### src/rtl/hpa_pkg.sv
package hpa_pkg;
   localparam int unsigned STAGES = 4;

   typedef enum logic [0:0] {
      ST_ADD = 1'b0,
      ST_DBL = 1'b1
   } stage_kind_e;

   function automatic stage_kind_e kind_of(int unsigned idx);
      return (idx == 0 || idx == STAGES - 1) ? ST_ADD : ST_DBL;
   endfunction

   function automatic int addend_of(int unsigned idx);
      return (idx == 0) ? 2 : 4;
   endfunction
endpackage

### src/rtl/hpa_req_chain.sv
module hpa_req_chain #(
   parameter int unsigned TAPS = 4
) (
   input  logic            clk,
   input  logic            rst,
   input  logic            req_i,
   output logic [TAPS-1:0] tap_o
);
   for (genvar i = 0; i < TAPS; i++) begin : g_tap
      logic src;
      if (i == 0) begin : g_head
         assign src = req_i;
      end else begin : g_body
         assign src = tap_o[i-1];
      end
      always_ff @(posedge clk) begin
         if (rst) tap_o[i] <= 1'b0;
         else     tap_o[i] <= src;
      end
   end
endmodule

### src/rtl/hpa_stage.sv
module hpa_stage #(
   parameter int unsigned                DATA_W    = 16,
   parameter hpa_pkg::stage_kind_e       KIND      = hpa_pkg::ST_ADD,
   parameter int                         ADDEND    = 2,
   parameter logic signed [DATA_W-1:0]   RESET_VAL = '0,
   parameter bit                         USE_SHIFT = 1'b1
) (
   input  logic                     clk,
   input  logic                     rst,
   input  logic                     en,
   input  logic signed [DATA_W-1:0] d_i,
   output logic signed [DATA_W-1:0] q_o
);
   logic signed [DATA_W-1:0] nxt;

   if (KIND == hpa_pkg::ST_ADD) begin : g_add
      assign nxt = d_i + $signed(DATA_W'(ADDEND));
   end else if (USE_SHIFT) begin : g_shl
      assign nxt = d_i <<< 1;
   end else begin : g_mul
      assign nxt = d_i * $signed(DATA_W'(2));
   end

   always_ff @(posedge clk) begin
      if (rst)     q_o <= RESET_VAL;
      else if (en) q_o <= nxt;
   end
endmodule

### src/rtl/hpa_long_path.sv
module hpa_long_path #(
   parameter int unsigned              DATA_W    = 16,
   parameter logic signed [DATA_W-1:0] A_INIT    = 1,
   parameter bit                       USE_SHIFT = 1'b1
) (
   input  logic                          clk,
   input  logic                          rst,
   input  logic [hpa_pkg::STAGES-1:0]    en_i,
   output logic signed [DATA_W-1:0]      a_o
);
   localparam int unsigned NS = hpa_pkg::STAGES;

   logic signed [DATA_W-1:0] stage_q [NS];

   for (genvar i = 0; i < NS; i++) begin : g_stage
      logic signed [DATA_W-1:0] din;
      if (i == 0) begin : g_fb
         assign din = stage_q[NS-1];
      end else begin : g_fw
         assign din = stage_q[i-1];
      end
      hpa_stage #(
         .DATA_W   (DATA_W),
         .KIND     (hpa_pkg::kind_of(i)),
         .ADDEND   (hpa_pkg::addend_of(i)),
         .RESET_VAL((i == NS - 1) ? A_INIT : '0),
         .USE_SHIFT(USE_SHIFT)
      ) u_stage (
         .clk(clk),
         .rst(rst),
         .en (en_i[i]),
         .d_i(din),
         .q_o(stage_q[i])
      );
   end

   assign a_o = stage_q[NS-1];
endmodule

### src/rtl/hpa_short_path.sv
module hpa_short_path #(
   parameter int unsigned              DATA_W = 16,
   parameter logic signed [DATA_W-1:0] B_INIT = 0,
   parameter int                       B_STEP = 1
) (
   input  logic                     clk,
   input  logic                     rst,
   input  logic                     en_i,
   output logic signed [DATA_W-1:0] b_o
);
   localparam int unsigned NBUF = hpa_pkg::STAGES - 1;

   logic signed [DATA_W-1:0] buf_q [NBUF];

   for (genvar i = 0; i < NBUF; i++) begin : g_buf
      logic signed [DATA_W-1:0] src;
      if (i == 0) begin : g_head
         assign src = b_o;
      end else begin : g_body
         assign src = buf_q[i-1];
      end
      always_ff @(posedge clk) begin
         if (rst) buf_q[i] <= B_INIT;
         else     buf_q[i] <= src;
      end
   end

   always_ff @(posedge clk) begin
      if (rst)       b_o <= B_INIT;
      else if (en_i) b_o <= buf_q[NBUF-1] + $signed(DATA_W'(B_STEP));
   end
endmodule

### src/rtl/req_ack_pipe_accum.sv
module req_ack_pipe_accum #(
   parameter int unsigned              DATA_W    = 16,
   parameter logic signed [DATA_W-1:0] A_INIT    = 1,
   parameter logic signed [DATA_W-1:0] B_INIT    = 0,
   parameter bit                       USE_SHIFT = 1'b1
) (
   input  logic                     clk,
   input  logic                     rst,
   input  logic                     req,
   output logic                     ack,
   output logic signed [DATA_W-1:0] a_out,
   output logic signed [DATA_W-1:0] b_out
);
   localparam int unsigned NS = hpa_pkg::STAGES;

   if (DATA_W < 4) begin : g_bad_width
      $error("req_ack_pipe_accum: DATA_W must be at least 4");
   end
   if (NS < 2) begin : g_bad_depth
      $error("req_ack_pipe_accum: stage count must be at least 2");
   end

   logic [NS-1:0] req_tap;
   logic [NS-1:0] stage_en;

   hpa_req_chain #(.TAPS(NS)) u_chain (
      .clk  (clk),
      .rst  (rst),
      .req_i(req),
      .tap_o(req_tap)
   );

   assign stage_en = {req_tap[NS-2:0], req};
   assign ack      = req_tap[NS-1];

   hpa_long_path #(
      .DATA_W   (DATA_W),
      .A_INIT   (A_INIT),
      .USE_SHIFT(USE_SHIFT)
   ) u_long (
      .clk (clk),
      .rst (rst),
      .en_i(stage_en),
      .a_o (a_out)
   );

   hpa_short_path #(
      .DATA_W(DATA_W),
      .B_INIT(B_INIT),
      .B_STEP(1)
   ) u_short (
      .clk (clk),
      .rst (rst),
      .en_i(req_tap[NS-2]),
      .b_o (b_out)
   );
endmodule

### config.mk
export PLATFORM = sky130hd
export DESIGN_NAME = req_ack_pipe_accum
export DESIGN_NICKNAME = d
export VERILOG_FILES = /design/src/rtl/hpa_pkg.sv /design/src/rtl/hpa_req_chain.sv /design/src/rtl/hpa_stage.sv /design/src/rtl/hpa_long_path.sv /design/src/rtl/hpa_short_path.sv /design/src/rtl/req_ack_pipe_accum.sv
export SDC_FILE = /design/constraint.sdc
export NUM_CORES = 1
export LEC_CHECK = 0
export ABC_AREA = 0
export CORE_UTILIZATION = 56
export CTS_BUF_LIST = sky130_fd_sc_hd__clkbuf_8
export DETAILED_ROUTE_END_ITERATION = 6
export DONT_BUFFER_PORTS = 1
export PLACE_DENSITY = 0.71
export SLEW_MARGIN = 15
export SYNTH_ARGS = -nofsm -noshare
export SYNTH_HDL_FRONTEND = slang
export SYNTH_SLANG_ARGS = --single-unit
### constraint.sdc
create_clock -name clk -period 4.3 [get_ports clk]
set_input_delay 0.215 -clock clk [delete_from_list [all_inputs] [get_ports clk]]
set_output_delay 0.215 -clock clk [all_outputs]
set_load 0.01 [all_outputs]
==> results of run 1 <==
-- Yosys cell counts (all sizes together), types with 2 or more instances --
library cell | number | share of area [%]
xor2 | 5 | 1.0
nand3 | 10 | 1.1
nor4 | 5 | 0.72
or3 | 2 | 0.29
a311oi | 3 | 0.60
dfxtp | 125 | 57
a211oi | 24 | 4.1
o21ai | 2 | 0.23
ha | 2 | 0.57
nor2b | 51 | 7.3
inv | 7 | 0.60
nand4 | 6 | 1.0
clkbuf | 17 | 1.5
mux2i | 43 | 9.9
buf | 9 | 0.86
nor3 | 8 | 0.92
nor2 | 75 | 6.5
xnor2 | 17 | 3.4
nand2 | 7 | 0.60
-- stage by stage --
stage / utilization (%) / area [µm²] / instances
floorplan: - / 4360 / 426
global placement: 59.2 / 4380 / 499
detailed placement: 59.2 / 4380 / 499
CTS: 65.0 / 4810 / 533
global route: 65.0 / 4810 / 533
finish: 65.0 / 4810 / 533
-- final cells by class --
type | count | area [µm²] | share of cell area, %
multi-input combinational | 268 | 1730 | 36.0
timing repair buffer | 2 | 37.5 | 0.780
sequential | 125 | 2500 | 52.0
inverter | 7 | 26.3 | 0.546
clock inverter | 11 | 101 | 2.11
clock buffer | 21 | 289 | 6.01
tap | 99 | 124 | 2.57
-- where the power goes --
part / internal, mW / switching, mW / total, mW
sequential: 1.18 / 0.0281 / 1.21
clock: 0.563 / 0.418 / 0.982
combinational: 0.0252 / 0.0310 / 0.0562
-- cell families after synthesis --
logic type	share of synthesized area (%)
AND/OR/NAND/NOR	19.0
flip-flops	57.4
multiplexers	9.87
AO/OA/AOI/OAI	5.74
buffers and inverters	2.93
XOR/XNOR	4.42
adder cells (fa/ha/maj)	0.574
other	0.0860
-- routing by layer --
metal | track usage, % | routed length [µm] | vias to the layer above
met5 | 0 | 0 | -
met4 | 9.27 | 123 | 0
met3 | 7.11 | 291 | 11
met2 | 35.8 | 3830 | 30
met1 | 22.7 | 3460 | 1275
li1 | - | - | 1413
-- registers in the layout (all words and copies together) (netlist names) --
| register | count |
|---|---|
| u_chain.tap_o | 1 |
| u_short.b_o | 16 |
| u_chain.g_tap.src | 3 |
| u_short.buf_q | 48 |
| u_long.g_stage.u_stage.q_o | 57 |
-- final timing paths --
kind         slack, ps                          endpoint                start  cells after the start
max               2590                   u_short.b_o[15]  u_short.buf_q[2][2]                      4
min                190  u_long.g_stage[0].u_stage.q_o[0]                  rst                      2
max reg2reg       2590                   u_short.b_o[15]  u_short.buf_q[2][2]                      4
min reg2reg        430               u_short.buf_q[2][8]  u_short.buf_q[1][8]                      1
==> impl_metrics.csv, run 1 <==
group,metric,value,unit
synthesis,synth_area,4360,µm²
final_layout,nets,426,
placement,place_congestion,0.798,
setup_path,crit_required,4630,ps
die,die_w,90.2,µm
drt,drtPass1Iterations,4,
synthesis,synth_warnings,0,
sta,rsz0062_at_grt,"no",
die,ios,36,
power_and_ir_drop,power,2.24,mW
setup_path,crit_family,"simple AND/OR/NAND/NOR gates",
sta,fin_crit_sh,39.9,%
clocking,h-tree-depth,4,
placement,dp_hpwl,4590,µm
drt,drt-initial-drc-count,104,
sta,finalSetupViolCount,0,
setup_path,critPathBufInv,0,
final_layout,num_antenna_cells,0,
synthesis,syn_nets,431,
synthesis,syn_inst,426,
clocking,ctsRootBufferMaster,"clkbuf_8",
drt,wirelength,7710,µm
flow_run,max_cap_violations,0,
drt,drc,0,
sta,layout_min_cycle_time,1710,ps
setup_path,worst_setup_path_end_kind,"register",
min_path,hp-class,"input pin to register",
clocking,clk_latency,420,ps
setup_path,worst_setup_path_start_kind,"register",
synthesis,synth_top_flop_cell,"dfxtp_1",
die,start_util,58.9,%
sta,relSlewSlack,28.0,%
synthesis,ys_ff_latch,125,
grt,grt_max_degree,125,
clocking,cts_hold_buffers,2,
synthesis,async_reset_ff_share,0,%
drt,viasPerCell,5.12,
clocking,clk_pin_slew_worst_paths,70,ps
sta,setup_ws,2590,ps
grt,track_usage,20.6,%
sta,fin_worst_skew,9.87,ps
die,die_area,8140,µm²
final_layout,areaGrowthSynthToFinish,10.4,%
sta,hold_viol,0,
grt,antenna_found_initial,0,
final_layout,mostFrequentLayoutCells,"124 x dfxtp_1, 75 x nor2_1, 51 x nor2b_1, 43 x mux2i_1, 24 x a211oi_1",
sta,fmax,583,MHz
setup_path,cpPeakStageDelay,500,ps
drt,ant_nets,0,
drt,wl_per_cell,14.5,µm
die,coreArea,7410,µm²
clocking,cts_buffers,17,
placement,port_buffers,0,
final_layout,fillerInstances,616,
grt,grt_pass1_vias,2710,
setup_path,cp_max_fo,6,
die,die_h,90.2,µm
setup_path,arrival,2050,ps
placement,dp_slack,2580,ps
power_and_ir_drop,leakagePower,1.73,nW
sta,tns,0,ps
setup_path,path_class,"register to register",
setup_path,crit_chain,"nand4_2 > or2_1 > or4_1 > a311oi_1",
sta,drv_slew,0,
synthesis,syn_avg_cell_area,10.2,µm²
clocking,cts.sinks,125,
clocking,clock_path_buffers,2,
clocking,cts_tree,"built",
clocking,postCtsResizedCells,0,
final_layout,final_common_cell,"dfxtp_1",
drt,vias,2729,
power_and_ir_drop,irDropWorstVdd,0.294,mV
outcome,outcome,"finished, final reports clean",
grt,grt_remaining_overflow,0,
clocking,cts_setup_buffers,0,
power_and_ir_drop,power_density,466,nW/µm²
final_layout,drive_gt1_share,7.14,%
synthesis,synth_edf_count,0,
die,num_rows,31,
synthesis,seq_area_frac_synth,57.4,%
sta,max_slew.worst_pin.slew,1080,ps
setup_path,crit_path_top_delay_cell,"or4_1",
sta,whs,193,ps
synthesis,ys_types,29,
grt,grt_pass1_wl,12900,µm
(Power assumes the default switching activity.)
==> run 2: changes to the inputs <==
--- a/config.mk
+++ b/config.mk
@@ -10,7 +10,7 @@
 export CTS_BUF_LIST = sky130_fd_sc_hd__clkbuf_8
 export DETAILED_ROUTE_END_ITERATION = 6
 export DONT_BUFFER_PORTS = 1
-export PLACE_DENSITY = 0.71
+export PLACE_DENSITY = 0.74
 export SLEW_MARGIN = 15
 export SYNTH_ARGS = -nofsm -noshare
 export SYNTH_HDL_FRONTEND = slang
==> constraint.sdc (replaced) <==
create_clock -name clk -period 1.4 [get_ports clk]
set_input_delay 0.07 -clock clk [delete_from_list [all_inputs] [get_ports clk]]
set_output_delay 0.07 -clock clk [all_outputs]
set_load 0.01 [all_outputs]
==> run 2 against run 1 <==
Effect of this change: the flow now finishes with violations (negative setup slack); first-iteration DRC count is 9.6% higher; final cell count increased by 19%; critical path depth is the same; worst hold slack better by 69 ps; sequential cell count is the same; combinational power increased to 4.1 times the previous value; clock power increased to 3.5 times the previous value; sequential power rose to 3.0 times the previous value; total power rose to 3.3 times the previous value; setup slack lost 2700 ps.
==> impl_metrics.csv, run 2 (synthesis results as in run 1) <==
group,metric,value,unit
outcome,outcome,"finished, violations left",
outcome,violations,"negative setup slack",
drt,drt-met1-wl,4090,µm
setup_path,worst_setup_path_start_kind,"register",
min_path,hp-class,"input pin to register",
final_layout,num_antenna_cells,0,
clocking,cts_buffers,17,
power_and_ir_drop,leakagePower,2.48,nW
setup_path,crit_required,1730,ps
power_and_ir_drop,pwr-share-comb,3.2,%
power_and_ir_drop,power_frac_seq,49.7,%
die,coreArea,7410,µm²
power_and_ir_drop,switchingPower,1.53,mW
setup_path,critPathLaunch,"u_short.buf_q[2][0]",
sta,rsz0062_at_grt,"yes",
sta,fin_crit_sh,105,%
setup_path,arrival,1810,ps
drt,wl_per_cell,15.6,µm
sta,fmax,680,MHz
grt,antenna_found_initial,0,
drt,drt-initial-drc-count,114,
power_and_ir_drop,p_int,5.86,mW
drt,wirelength,9850,µm
clocking,ctsRootBufferMaster,"clkbuf_8",
grt,track_usage,25.3,%
final_layout,mostFrequentLayoutCells,"111 x dfxtp_1, 74 x nor2_1, 61 x dlygate4sd3_1, 51 x nor2b_1, 43 x mux2i_1",
clocking,cts.sinks,125,
clocking,clk_pin_slew_worst_paths,70,ps
clocking,clk_latency,430,ps
grt,grt_pass1_wl,15900,µm
sta,finalSetupViolCount,4,
final_layout,regMostFlops,"u_long.g_stage.u_stage.q_o",
clocking,cts_tree,"built",
drt,drc,0,
placement,placedCellCount,530,
setup_path,r2r_cells,4,
min_path,holdPathStages,2,
power_and_ir_drop,p_clk_share,47.1,%
setup_path,crit_chain,"nand4_4 > or2_1 > or4_1 > a311oi_2",
setup_path,path_class,"register to register",
power_and_ir_drop,swShare,20.7,%
power_and_ir_drop,power_density,1230,nW/µm²
final_layout,fin_cells,633,
drt,drtPass1Iterations,4,
sta,hold_viol,0,
setup_path,rr_startpoint,"u_short.buf_q[2][0]",
setup_path,cpPeakStageDelay,420,ps
setup_path,worst_setup_path_end_kind,"register",
grt,grt_max_degree,67,
clocking,clock_path_buffers,2,
flow_run,max_cap_violations,0,
sta,setup_ws,-71.4,ps
clocking,h-tree-depth,4,
drt,viasPerCell,5.20,
die,die_w,90.2,µm
sta,drv_slew,0,
drt,top_layer_used,"met4",
die,die_area,8140,µm²
sta,fin_worst_skew,12.1,ps
setup_path,crit_path_top_delay_cell,"or4_1",
final_layout,final_util,80.9,%
die,start_util,58.9,%
drt,vias,3292,
final_layout,final_common_cell,"dfxtp_1",
final_layout,areaGrowthSynthToFinish,37.4,%
final_layout,reg_top3,"u_long.g_stage.u_stage.q_o x57, u_short.buf_q x48, u_short.b_o x16",
min_path,min_from,"rst",
placement,dp_hpwl,4900,µm
power_and_ir_drop,irDropWorstVdd,0.902,mV
die,ios,36,
placement,place_congestion,0.791,
drt,wl_met2,5030,µm
final_layout,largest_register_ffs,57,
drt,wl_met3,515,µm
placement,port_buffers,0,
final_layout,nets,526,
drt,ant_nets,0,
grt,grt_remaining_overflow,0,
final_layout,drive_gt1_share,20.2,%
die,die_h,90.2,µm
setup_path,cp_max_fo,4,
sta,layout_min_cycle_time,1470,ps
grt,grt_pass1_vias,3346,
die,num_rows,31,
run 2: cell types whose count changed in the layout (fill, tap and decap cells not counted), moves of 3 or more:
cell	previous run	this run
dfxtp_1	124	111
nor4_1	5	0
buf_6	0	3
nor3_1	8	1
dfxtp_2	1	12
inv_1	12	8
nor3_4	0	3
dlygate4sd3_1	1	61
buf_4	0	35
nor3_2	0	4
nor4_4	0	3
run 2: critical path: cells and delay by family, from the launching register on:
kind	cells	cell delay, ps
flops	1	380
compound gates	1	230
simple gates	3	780
run 2: power groups by stage:
stage | Clock (mW) | Sequential (mW) | Combinational [mW]
4_1_cts | 3.52 | 3.67 | 0.223
3_3_place_gp | 0 | 3.75 | 0.137
5_1_grt | 3.72 | 3.68 | 0.250
6_report | 3.48 | 3.67 | 0.233
3_5_place_dp | 0 | 3.75 | 0.143
2_1_floorplan | 0 | 3.74 | 0.170
run 2: repair_timing:
action,in CTS,in global routing
setup endpoints to repair,11,16
hold buffers,62,0
gates resized for setup,14,23
setup buffers,5,6
hold endpoints to repair,125,0
pin swaps,14,16
run 2: final cells by class:
cell class	count	area, µm²
clock buffer	21	289
clock inverter	11	164
fill	427	1420
inverter	7	26.3
multi-input combinational	268	1890
sequential	125	2520
tap	99	124
timing repair buffer	102	970
run 2: layer usage:
metal | vias to the layer above | global-route usage (%)
li1 | 1622 | -
met1 | 1575 | 27.5
met2 | 72 | 44.0
met3 | 23 | 10.3
met4 | 0 | 9.41
met5 | - | 0
run 2: through the flow:
| step | TNS, ps | worst slack, ps | power, mW | cell area (µm²) | hold WS (ps) |
|---|---|---|---|---|---|
| 2_1_floorplan | -139 | -139 | 3.91 | 4390 | 153 |
| 3_3_place_gp | -250 | -111 | 3.89 | 4660 | 151 |
| 3_5_place_dp | -484 | -152 | 3.89 | 4660 | 150 |
| 4_1_cts | -15.8 | -15.8 | 7.41 | 5860 | 231 |
| 5_1_grt | -872 | -159 | 7.65 | 5990 | 244 |
| 6_report | -155 | -71.4 | 7.38 | 5990 | 262 |
run 2: path summary, 6_finish.rpt:
check / slack [ps] / end
setup / recovery: -70 / u_short.b_o[15]
hold reg to reg: 480 / u_short.buf_q[2][14]
hold / removal: 260 / u_short.buf_q[1][8]
setup reg to reg: -70 / u_short.b_o[15]
